--- src/rtl/bsc_pkg.sv ---
package bsc_pkg;
    localparam int ADDR_W = 5;
    localparam int DATA_W = 32;
    localparam int CNT_W  = 20;
    localparam int DIV_W  = 8;

    localparam int OFS_CTRL  = 'h00;
    localparam int OFS_DIV   = 'h04;
    localparam int OFS_TOTAL = 'h08;
    localparam int OFS_RUN   = 'h0C;
    localparam int OFS_IEN   = 'h10;
    localparam int OFS_STAT  = 'h14;

    // control register layout: bit0 continuous, bit1 modulator hold, bit2 amplifier hold
    typedef struct packed {
        logic amp_hold;
        logic mod_hold;
        logic cont;
    } ctrl_t;

    localparam int CTRL_W = $bits(ctrl_t);

    // status register layout: bit0 done, bit1 analog held in reset
    typedef struct packed {
        logic ana_rst;
        logic done;
    } stat_t;

    function automatic ctrl_t to_ctrl(input logic [CTRL_W-1:0] raw);
        return ctrl_t'(raw);
    endfunction
endpackage

--- src/rtl/bsc_regs.sv ---
module bsc_regs
    import bsc_pkg::*;
#(
    parameter int AW  = ADDR_W,
    parameter int CW  = CNT_W,
    parameter int DW8 = DIV_W
) (
    input  logic          clk,
    input  logic          rst,
    input  logic          wr,
    input  logic [AW-1:0] addr,
    input  logic [CW-1:0] wdata,
    output ctrl_t         ctrl_q,
    output logic [DW8-1:0] div_q,
    output logic [CW-1:0] total_q,
    output logic          irq_en_q
);
    localparam logic [AW-1:0] A_CTRL  = AW'(OFS_CTRL);
    localparam logic [AW-1:0] A_DIV   = AW'(OFS_DIV);
    localparam logic [AW-1:0] A_TOTAL = AW'(OFS_TOTAL);
    localparam logic [AW-1:0] A_IEN   = AW'(OFS_IEN);

    always_ff @(posedge clk) begin
        if (rst) begin
            ctrl_q   <= '0;
            div_q    <= '0;
            total_q  <= '0;
            irq_en_q <= 1'b0;
        end else if (wr) begin
            if (addr == A_CTRL)  ctrl_q   <= to_ctrl(wdata[CTRL_W-1:0]);
            if (addr == A_DIV)   div_q    <= wdata[DW8-1:0];
            if (addr == A_TOTAL) total_q  <= wdata;
            if (addr == A_IEN)   irq_en_q <= wdata[0];
        end
    end
endmodule

--- src/rtl/bsc_burst_seq.sv ---
module bsc_burst_seq
    import bsc_pkg::*;
#(
    parameter int CW = CNT_W
) (
    input  logic          clk,
    input  logic          rst,
    input  logic          run_wr,
    input  logic          run_wbit,
    input  logic          cont,
    input  logic [CW-1:0] total,
    input  logic          bit_valid,
    input  logic          stat_rd,
    output logic          run_q,
    output logic          done_q,
    output logic          complete
);
    logic [CW-1:0] cnt_q;
    logic [CW:0]   cnt_inc;
    logic          start_edge;
    logic          counting;

    assign cnt_inc    = {1'b0, cnt_q} + 1'b1;
    assign counting   = run_q & ~cont & bit_valid;
    assign complete   = counting & (cnt_inc >= {1'b0, total});
    assign start_edge = run_wr & run_wbit & ~run_q;

    always_ff @(posedge clk) begin
        if (rst) begin
            run_q  <= 1'b0;
            done_q <= 1'b0;
            cnt_q  <= '0;
        end else begin
            // software write has priority over the hardware stop
            if (run_wr)        run_q <= run_wbit;
            else if (complete) run_q <= 1'b0;

            if (start_edge || complete) cnt_q <= '0;
            else if (counting)          cnt_q <= cnt_inc[CW-1:0];

            // a new completion wins over the clearing read
            if (complete)                done_q <= 1'b1;
            else if (stat_rd && done_q)  done_q <= 1'b0;
        end
    end
endmodule

--- src/rtl/bsc_capture_ctrl.sv ---
module bsc_capture_ctrl
    import bsc_pkg::*;
#(
    parameter int AW  = ADDR_W,
    parameter int DW  = DATA_W,
    parameter int CW  = CNT_W,
    parameter int DW8 = DIV_W
) (
    input  logic          clk,
    input  logic          rst,
    input  logic          reg_wr,
    input  logic          reg_rd,
    input  logic [AW-1:0] reg_addr,
    input  logic [DW-1:0] reg_wdata,
    output logic [DW-1:0] reg_rdata,
    input  logic          bit_valid,
    output logic          capture_en,
    output logic          mod_rst,
    output logic          amp_rst,
    output logic          irq
);
    localparam logic [AW-1:0] A_CTRL  = AW'(OFS_CTRL);
    localparam logic [AW-1:0] A_DIV   = AW'(OFS_DIV);
    localparam logic [AW-1:0] A_TOTAL = AW'(OFS_TOTAL);
    localparam logic [AW-1:0] A_RUN   = AW'(OFS_RUN);
    localparam logic [AW-1:0] A_IEN   = AW'(OFS_IEN);
    localparam logic [AW-1:0] A_STAT  = AW'(OFS_STAT);

    ctrl_t          ctrl_q;
    logic [DW8-1:0] div_q;
    logic [CW-1:0]  total_q;
    logic           irq_en_q;
    logic           run_q, done_q, complete;
    logic           run_wr, stat_rd, ctrl_wr;
    stat_t          stat;
    logic           unused_wbits;

    assign unused_wbits = ^reg_wdata[DW-1:CW];
    assign run_wr  = reg_wr && (reg_addr == A_RUN);
    assign ctrl_wr = reg_wr && (reg_addr == A_CTRL);
    assign stat_rd = reg_rd && (reg_addr == A_STAT);

    bsc_regs #(.AW(AW), .CW(CW), .DW8(DW8)) u_regs (
        .clk      (clk),
        .rst      (rst),
        .wr       (reg_wr),
        .addr     (reg_addr),
        .wdata    (reg_wdata[CW-1:0]),
        .ctrl_q   (ctrl_q),
        .div_q    (div_q),
        .total_q  (total_q),
        .irq_en_q (irq_en_q)
    );

    bsc_burst_seq #(.CW(CW)) u_seq (
        .clk       (clk),
        .rst       (rst),
        .run_wr    (run_wr),
        .run_wbit  (reg_wdata[0]),
        .cont      (ctrl_q.cont),
        .total     (total_q),
        .bit_valid (bit_valid),
        .stat_rd   (stat_rd),
        .run_q     (run_q),
        .done_q    (done_q),
        .complete  (complete)
    );

    assign stat.done    = done_q | complete;
    assign stat.ana_rst = ctrl_q.mod_hold | ctrl_q.amp_hold;

    always_comb begin
        reg_rdata = '0;
        unique case (reg_addr)
            A_CTRL:  reg_rdata = DW'(ctrl_q);
            A_DIV:   reg_rdata = DW'(div_q);
            A_TOTAL: reg_rdata = DW'(total_q);
            A_RUN:   reg_rdata = DW'(run_q);
            A_IEN:   reg_rdata = DW'(irq_en_q);
            A_STAT:  reg_rdata = DW'(stat);
            default: reg_rdata = '0;
        endcase
    end

    assign capture_en = run_q;
    assign mod_rst    = ctrl_q.mod_hold;
    assign amp_rst    = ctrl_q.amp_hold;
    assign irq        = done_q & irq_en_q;
endmodule

--- config.mk ---
export PLATFORM = sky130hd
export DESIGN_NAME = bsc_capture_ctrl
export DESIGN_NICKNAME = d
export VERILOG_FILES = /design/src/rtl/bsc_pkg.sv /design/src/rtl/bsc_regs.sv /design/src/rtl/bsc_burst_seq.sv /design/src/rtl/bsc_capture_ctrl.sv
export SDC_FILE = /design/constraint.sdc
export NUM_CORES = 1
export LEC_CHECK = 0
export ABC_AREA = 1
export BUFFER_PORTS_ARGS = -buffer_cell sky130_fd_sc_hd__buf_2
export CAP_MARGIN = 20
export CORE_MARGIN = 2
export CORE_UTILIZATION = 38
export CTS_BUF_LIST = sky130_fd_sc_hd__clkbuf_4
export CTS_CLUSTER_DIAMETER = 50
export CTS_CLUSTER_SIZE = 40
export DETAILED_ROUTE_END_ITERATION = 12
export GPL_ROUTABILITY_DRIVEN = 0
export PLACE_DENSITY = 0.71
export RECOVER_POWER = 25
export SYNTH_ARGS = -nofsm -noshare
export SYNTH_HDL_FRONTEND = slang
export SYNTH_SLANG_ARGS = --single-unit
--- constraint.sdc ---
create_clock -name clk -period 2.74 [get_ports clk]
set_input_delay 0.137 -clock clk [delete_from_list [all_inputs] [get_ports clk]]
set_output_delay 0.137 -clock clk [all_outputs]
set_load 0.005 [all_outputs]
# --- Word level (Yosys, flattened, before mapping) ---
# Cells that the tools add are included.
classes:
  add_sub_neg: 1
  magnitude_cmp: 1
  eq_ne: 5
  muxes: 5
  n_bitwise: 10
  n_reduce_logical: 12
ops:
  columns: ["operator", "count"]
  rows:
  - ["$pmux W20 S6", 1]
  - ["$add A20 B1 Y21 const B", 1]
  - ["$ge A21 B20 Y1", 1]
  - ["$eq A5 B4 Y1 const B", 2]
  - ["$eq A5 B5 Y1 const B", 2]
  - ["$reduce_and A2 Y1", 4]
  - ["$and A1 B1 Y1", 6]
  - ["$eq A5 B3 Y1 const B", 1]
  - ["$logic_not A5 Y1", 1]
  - ["$mux W1", 4]
  - ["$reduce_bool A2 Y1", 2]
  - ["$logic_and A1 B1 Y1", 3]
  - ["$not A1 Y1", 2]
  - ["$or A1 B1 Y1", 2]
  - ["$reduce_or A2 Y1", 1]
  - ["$logic_or A1 B1 Y1", 1]
totals:
  reg_bits: 54
  in_bits: 42
  out_inout_bits: 36
  word_cells: 43

# --- Logic depth before layout (Yosys ltp) ---
depth:
  ltp_word: 6
  depth_mapped: 20
  ltp_nobuf: 20

# --- Modules after synthesis ---
# From an unflattened synthesis, not the netlist that was laid out.
hier_totals:
  hier_cells: 673
  hier_area_um2: 4139.0
modules_own_cells:
  columns: ["module", "n_inst", "cells_per_inst", "area_each_um2", "seq_area_each_um2"]
  rows:
  - ["bsc_burst_seq", 1, 300, 1950.6, 440.4]
  - ["bsc_regs", 1, 270, 1631.6, 640.6]
  - ["bsc_capture_ctrl", 1, 103, 556.8, 0.0]

# --- Least setup slack after synthesis ---
# OpenSTA, ideal clock, no wires.
synth_path:
  path_type: "reg-to-reg"
  startpoint: "register u_seq.cnt_q[0]"
  endpoint: "register u_seq.cnt_q[11]"
  setup_time_ns: 0.119
  arrival_time_ns: 2.395
  t_required_ns: 2.621
  slack_ns: 0.226
  path_stages_with_launch: 19
  path_buffers: 1
  synth_period_minus_slack_ns: 2.514
  path_cell_list: "dfxtp_1 ha_1 nand2_2 nor2_4 nand3_4 nor2_1 xor2_1 inv_1 ha_1 nand2_1 nor3_1 nand3_1 nand2_1 nand2_1 nand3_2 nand2_2 nand3_2 buf_6 nor2_2"
synth_between:
  elab_chain_len: 5
synth_rtl:
  columns: ["element", "line_no", "text"]
  rows:
  - ["start, declared", "bsc_burst_seq.sv:18", "logic [CW-1:0] cnt_q;"]
  - ["start signal, assigned", "bsc_burst_seq.sv:39", "else if (counting) cnt_q <= cnt_inc[CW-1:0];"]
  - ["$add A20 B1 Y21", "bsc_burst_seq.sv:23", "assign cnt_inc = {1'b0, cnt_q} + 1'b1;"]
  - ["via u_seq.cnt_inc[14]", "bsc_burst_seq.sv:19", "logic [CW:0] cnt_inc;"]
  - ["$ge A21 B20 Y1", "bsc_burst_seq.sv:25", "assign complete = counting & (cnt_inc >= {1'b0, total});"]
  - ["$and A1 B1 Y1", "bsc_burst_seq.sv:25", null]
  - ["$logic_or A1 B1 Y1", "bsc_burst_seq.sv:38", "if (start_edge || complete) cnt_q <= '0;"]
  - ["$reduce_or A2 Y1 (no line)", null, null]
# The timed path passes the listed nets, and every way through them passes these cells.
# A chain may end at the register's enable or synchronous reset.

# --- Final worst setup path ---
layout_path:
  startpoint: "register u_seq.cnt_q[1]"
  endpoint: "output port reg_rdata[0]"
layout_between:
  elab_chain_len: 5
layout_rtl:
  columns: ["element", "line_no", "text"]
  rows:
  - ["$add A20 B1 Y21", "bsc_burst_seq.sv:23", null]
  - ["via u_seq.cnt_inc[18]", "bsc_burst_seq.sv:19", null]
  - ["$ge A21 B20 Y1", "bsc_burst_seq.sv:25", null]
  - ["$and A1 B1 Y1", "bsc_burst_seq.sv:25", null]
  - ["$or A1 B1 Y1", "bsc_capture_ctrl.sv:69", "assign stat.done = done_q | complete;"]
  - ["$pmux W20 S6", "bsc_capture_ctrl.sv:74", "unique case (reg_addr)"]
  - ["end, declared", "bsc_capture_ctrl.sv:15", "output logic [DW-1:0] reg_rdata,"]
# The timed path passes the listed nets, and every way through them passes these cells.

==> results.py <==
metrics = {
    "placed_design": {
        "port_buffers": 53,
        "place.detailed.hpwl_mm": 5.59,
        "placed_cells": 638,
    },
    "sta": {
        "fin_crit_sh_pct": 110,
        "rsz0062_at_grt": "true",
        "finalCriticalPeriod_ns": 3.03,
        "drv_slew": 0,
        "final-setup-viol-count": 21,
        "clock-skew-final_ns": 0.0223,
        "worst_slack_ns": -0.287,
        "hold_viol": 0,
        "tightest_slew_ns": 0.870,
        "slew_headroom_pct": 41.9,
        "fmax_mhz": 330,
    },
    "yosys": {
        "ys_seq_area_share_pct": 32.4,
        "syn-instance-count": 480,
        "ys_seq_elements": 54,
        "yosysUniqueCellTypes": 32,
        "synth_area_um2": 3340,
        "syn_area_per_cell_um2": 6.95,
        "synthArstFlopShare_pct": 0,
        "synth_edf_count": 0,
        "ys.flop_type": "dfxtp_1",
        "yosys_warnings": 0,
    },
    "finish": {
        "num_antenna_cells": 0,
        "mostFrequentLayoutCell": "nand2_1",
        "final_cells": 665,
        "nets": 619,
        "final_cell_mix": "79 x nand2_1, 70 x inv_1, 46 x dfxtp_1",
        "area_delta_synth_final_pct": 24.5,
        "drive_gt1_share_pct": 26.8,
    },
    "hold_path": {
        "worstHoldPathType": "input pin to register",
    },
    "critical_path": {
        "cp_max_fo": 5,
        "path_class": "register to primary output",
        "cp_data_arrival_time_ns": 2.89,
        "cp.required_ns": 2.60,
        "critPathCaptureType": "primary output",
        "critPathLaunchType": "register",
    },
    "pwr": {
        "clock_power_share_pct": 32.9,
        "pwr-share-comb_pct": 9.3,
        "powerDensity_nw_per_um2": 330,
        "p_leak_nw": 1.96,
        "p_total_w": 0.00137,
        "switching_share_pct": 24.7,
        "max-vdd-ir-drop_uv": 168,
        "p_int_w": 0.00103,
        "p_switching_w": 0.000339,
        "seq_power_share_pct": 57.8,
    },
    "floorplanning": {
        "die_h_um": 97.7,
        "die_w_um": 97.7,
        "num_rows": 34,
        "die_area_um2": 9540,
        "num_io_pins": 78,
        "core-area_um2": 8640,
        "floorplan.initialDensity_pct": 38.6,
    },
    "route": {
        "routed_wl_mm": 8.12,
        "drtIter0Drc": 162,
        "via_per_inst": 4.81,
        "top_layer": "met4",
        "first_pass_iters": 4,
        "drc": 0,
        "vias": 3199,
        "wl_met1_mm": 3.71,
        "wl_per_cell_um": 12.2,
        "ant_nets": 0,
        "dr_wl_met3_um": 385,
        "wl_met2_mm": 3.95,
    },
    "clock_tree": {
        "numCtsBuffers": 5,
        "clock-sinks": 54,
        "cts_tree": "built",
        "clk_pin_slew_worst_paths_ns": 0.15,
        "clk_path_buf_depth": 2,
        "cts_root_buffer": "clkbuf_4",
        "htreeDepth": 2,
        "worstSkewPairLatency_ns": 0.38,
    },
    "grt": {
        "overflow": 0,
        "grt_usage_pct": 16.2,
        "grt_max_degree": 41,
        "grt_pass1_wl_mm": 13.1,
        "antenna_found_initial": 0,
        "first_global_vias": 3000,
    },
    "flow_run": {
        "drv_cap": 0,
    },
    "status": {
        "status": "complete, but fails checks",
        "violations": "negative setup slack",
    },
}
==> cells by family (layout without fill, tap and decap cells) <==
logic type	after synthesis	count (layout)	synth area share (%)
compound gates	95	95	15.1
buf+inv	97	163	13.0
simple gates	191	191	25.7
xor+xnor	14	14	3.68
fa+ha+maj	21	21	7.88
mux	7	7	2.10
other cells	1	12	0.112
flops	54	54	32.4
==> layout make-up <==
cell class	count	area (um2)
multi-input cells	340	2020
inverters	71	267
fillers	856	4480
clock buffers	5	37.5
well taps	108	135
clock inverters	3	40.0
flip-flops and latches	54	1100
repair buffers	84	552
==> metal layers <==
metal,up-vias,global-route usage (%)
met5,-,0
met4,0,4.17
met3,8,2.73
met2,79,26.9
met1,1459,21.9
li1,1653,-
==> critical path, stage by stage, from the launching register on <==
cell and delay (ns):
dfxtp_4 0.41, ha_4 0.15, nand2_4 0.05, nor2_4 0.14
nand3_4 0.17, nor3_4 0.19, xor2_1 0.25, ha_1 0.29
a21oi_1 0.13, nor2_1 0.05, nor3_1 0.20, nand3_2 0.12
nand2_4 0.08, nand2_1 0.05, nand2_1 0.05, nand2_1 0.05
buf_2 0.13
==> state kept, by name, indices dropped and copies added (netlist names) <==
register and cells:
u_regs.ctrl_q 3, u_regs.div_q 8, u_regs.irq_en_q 1, u_regs.total_q 20, u_seq.cnt_q 20, u_seq.done_q 1, u_seq.run_q 1
==> stage by stage <==
step | TNS (ns) | utilization (%) | instance area [um2] | hold WS [ns] | setup slack [ns]
after floorplan | 0 | - | 3380 | 0.206 | 0.226
after global placement | 0 | 43.0 | 3710 | 0.345 | 0.0727
after detailed placement | 0 | 43.0 | 3710 | 0.342 | 0.000882
after CTS | -0.224 | 45.7 | 3950 | 0.00400 | -0.224
after global routing | -5.65 | 48.1 | 4150 | 0.000721 | -0.467
final | -2.18 | 48.1 | 4150 | 0.0132 | -0.287
==> power groups by stage <==
stage                     logic [W]  registers (W)  clock network [W]
after floorplan           0.0000809       0.000812                  0
after global placement     0.000107       0.000812                  0
after detailed placement   0.000109       0.000812                  0
after CTS                  0.000111       0.000795           0.000466
after global routing       0.000145       0.000794           0.000497
final                      0.000128       0.000792           0.000451
==> what timing repair did <==
item | in CTS | in global routing
setup buffers | 12 | 3
hold endpoints to repair | 2 | 0
cloned | 0 | 3
hold buffers | 1 | 0
resized for setup | 19 | 30
pin swaps | 8 | 13
setup endpoints to repair | 9 | 22
==> synthesized netlist by cell type, types with 9 or more instances <==
cell type,number,area share [%]
nand3_1,17,2.6
nor2_1,55,6.2
inv_1,71,8.0
buf_4,14,3.2
ha_1,21,7.9
nor2_2,15,2.8
a21oi_1,38,5.7
o21ai_0,44,6.6
nand2_1,83,9.3
dfxtp_1,54,32
xor2_1,12,3.2
clkbuf_1,9,1.0
==> final timing paths <==
| check | startpoint | endpoint | depth (start not counted) | slack (ns) |
|---|---|---|---|---|
| worst min register to register | u_regs.div_q[2]$_SDFFE_PP0P_ | u_regs.div_q[2]$_SDFFE_PP0P_ | 2 | 0.46 |
| worst min-delay path | reg_wdata[2] | u_regs.ctrl_q[2]$_SDFFE_PP0P_ | 3 | 0.01 |
| worst max register to register | u_seq.cnt_q[1]$_SDFFE_PP0P_ | u_seq.cnt_q[1]$_SDFFE_PP0P_ | 16 | -0.14 |
| worst max-delay path | u_seq.cnt_q[1]$_SDFFE_PP0P_ | reg_rdata[0] | 16 | -0.29 |
Power figures use the tool's default switching activity.
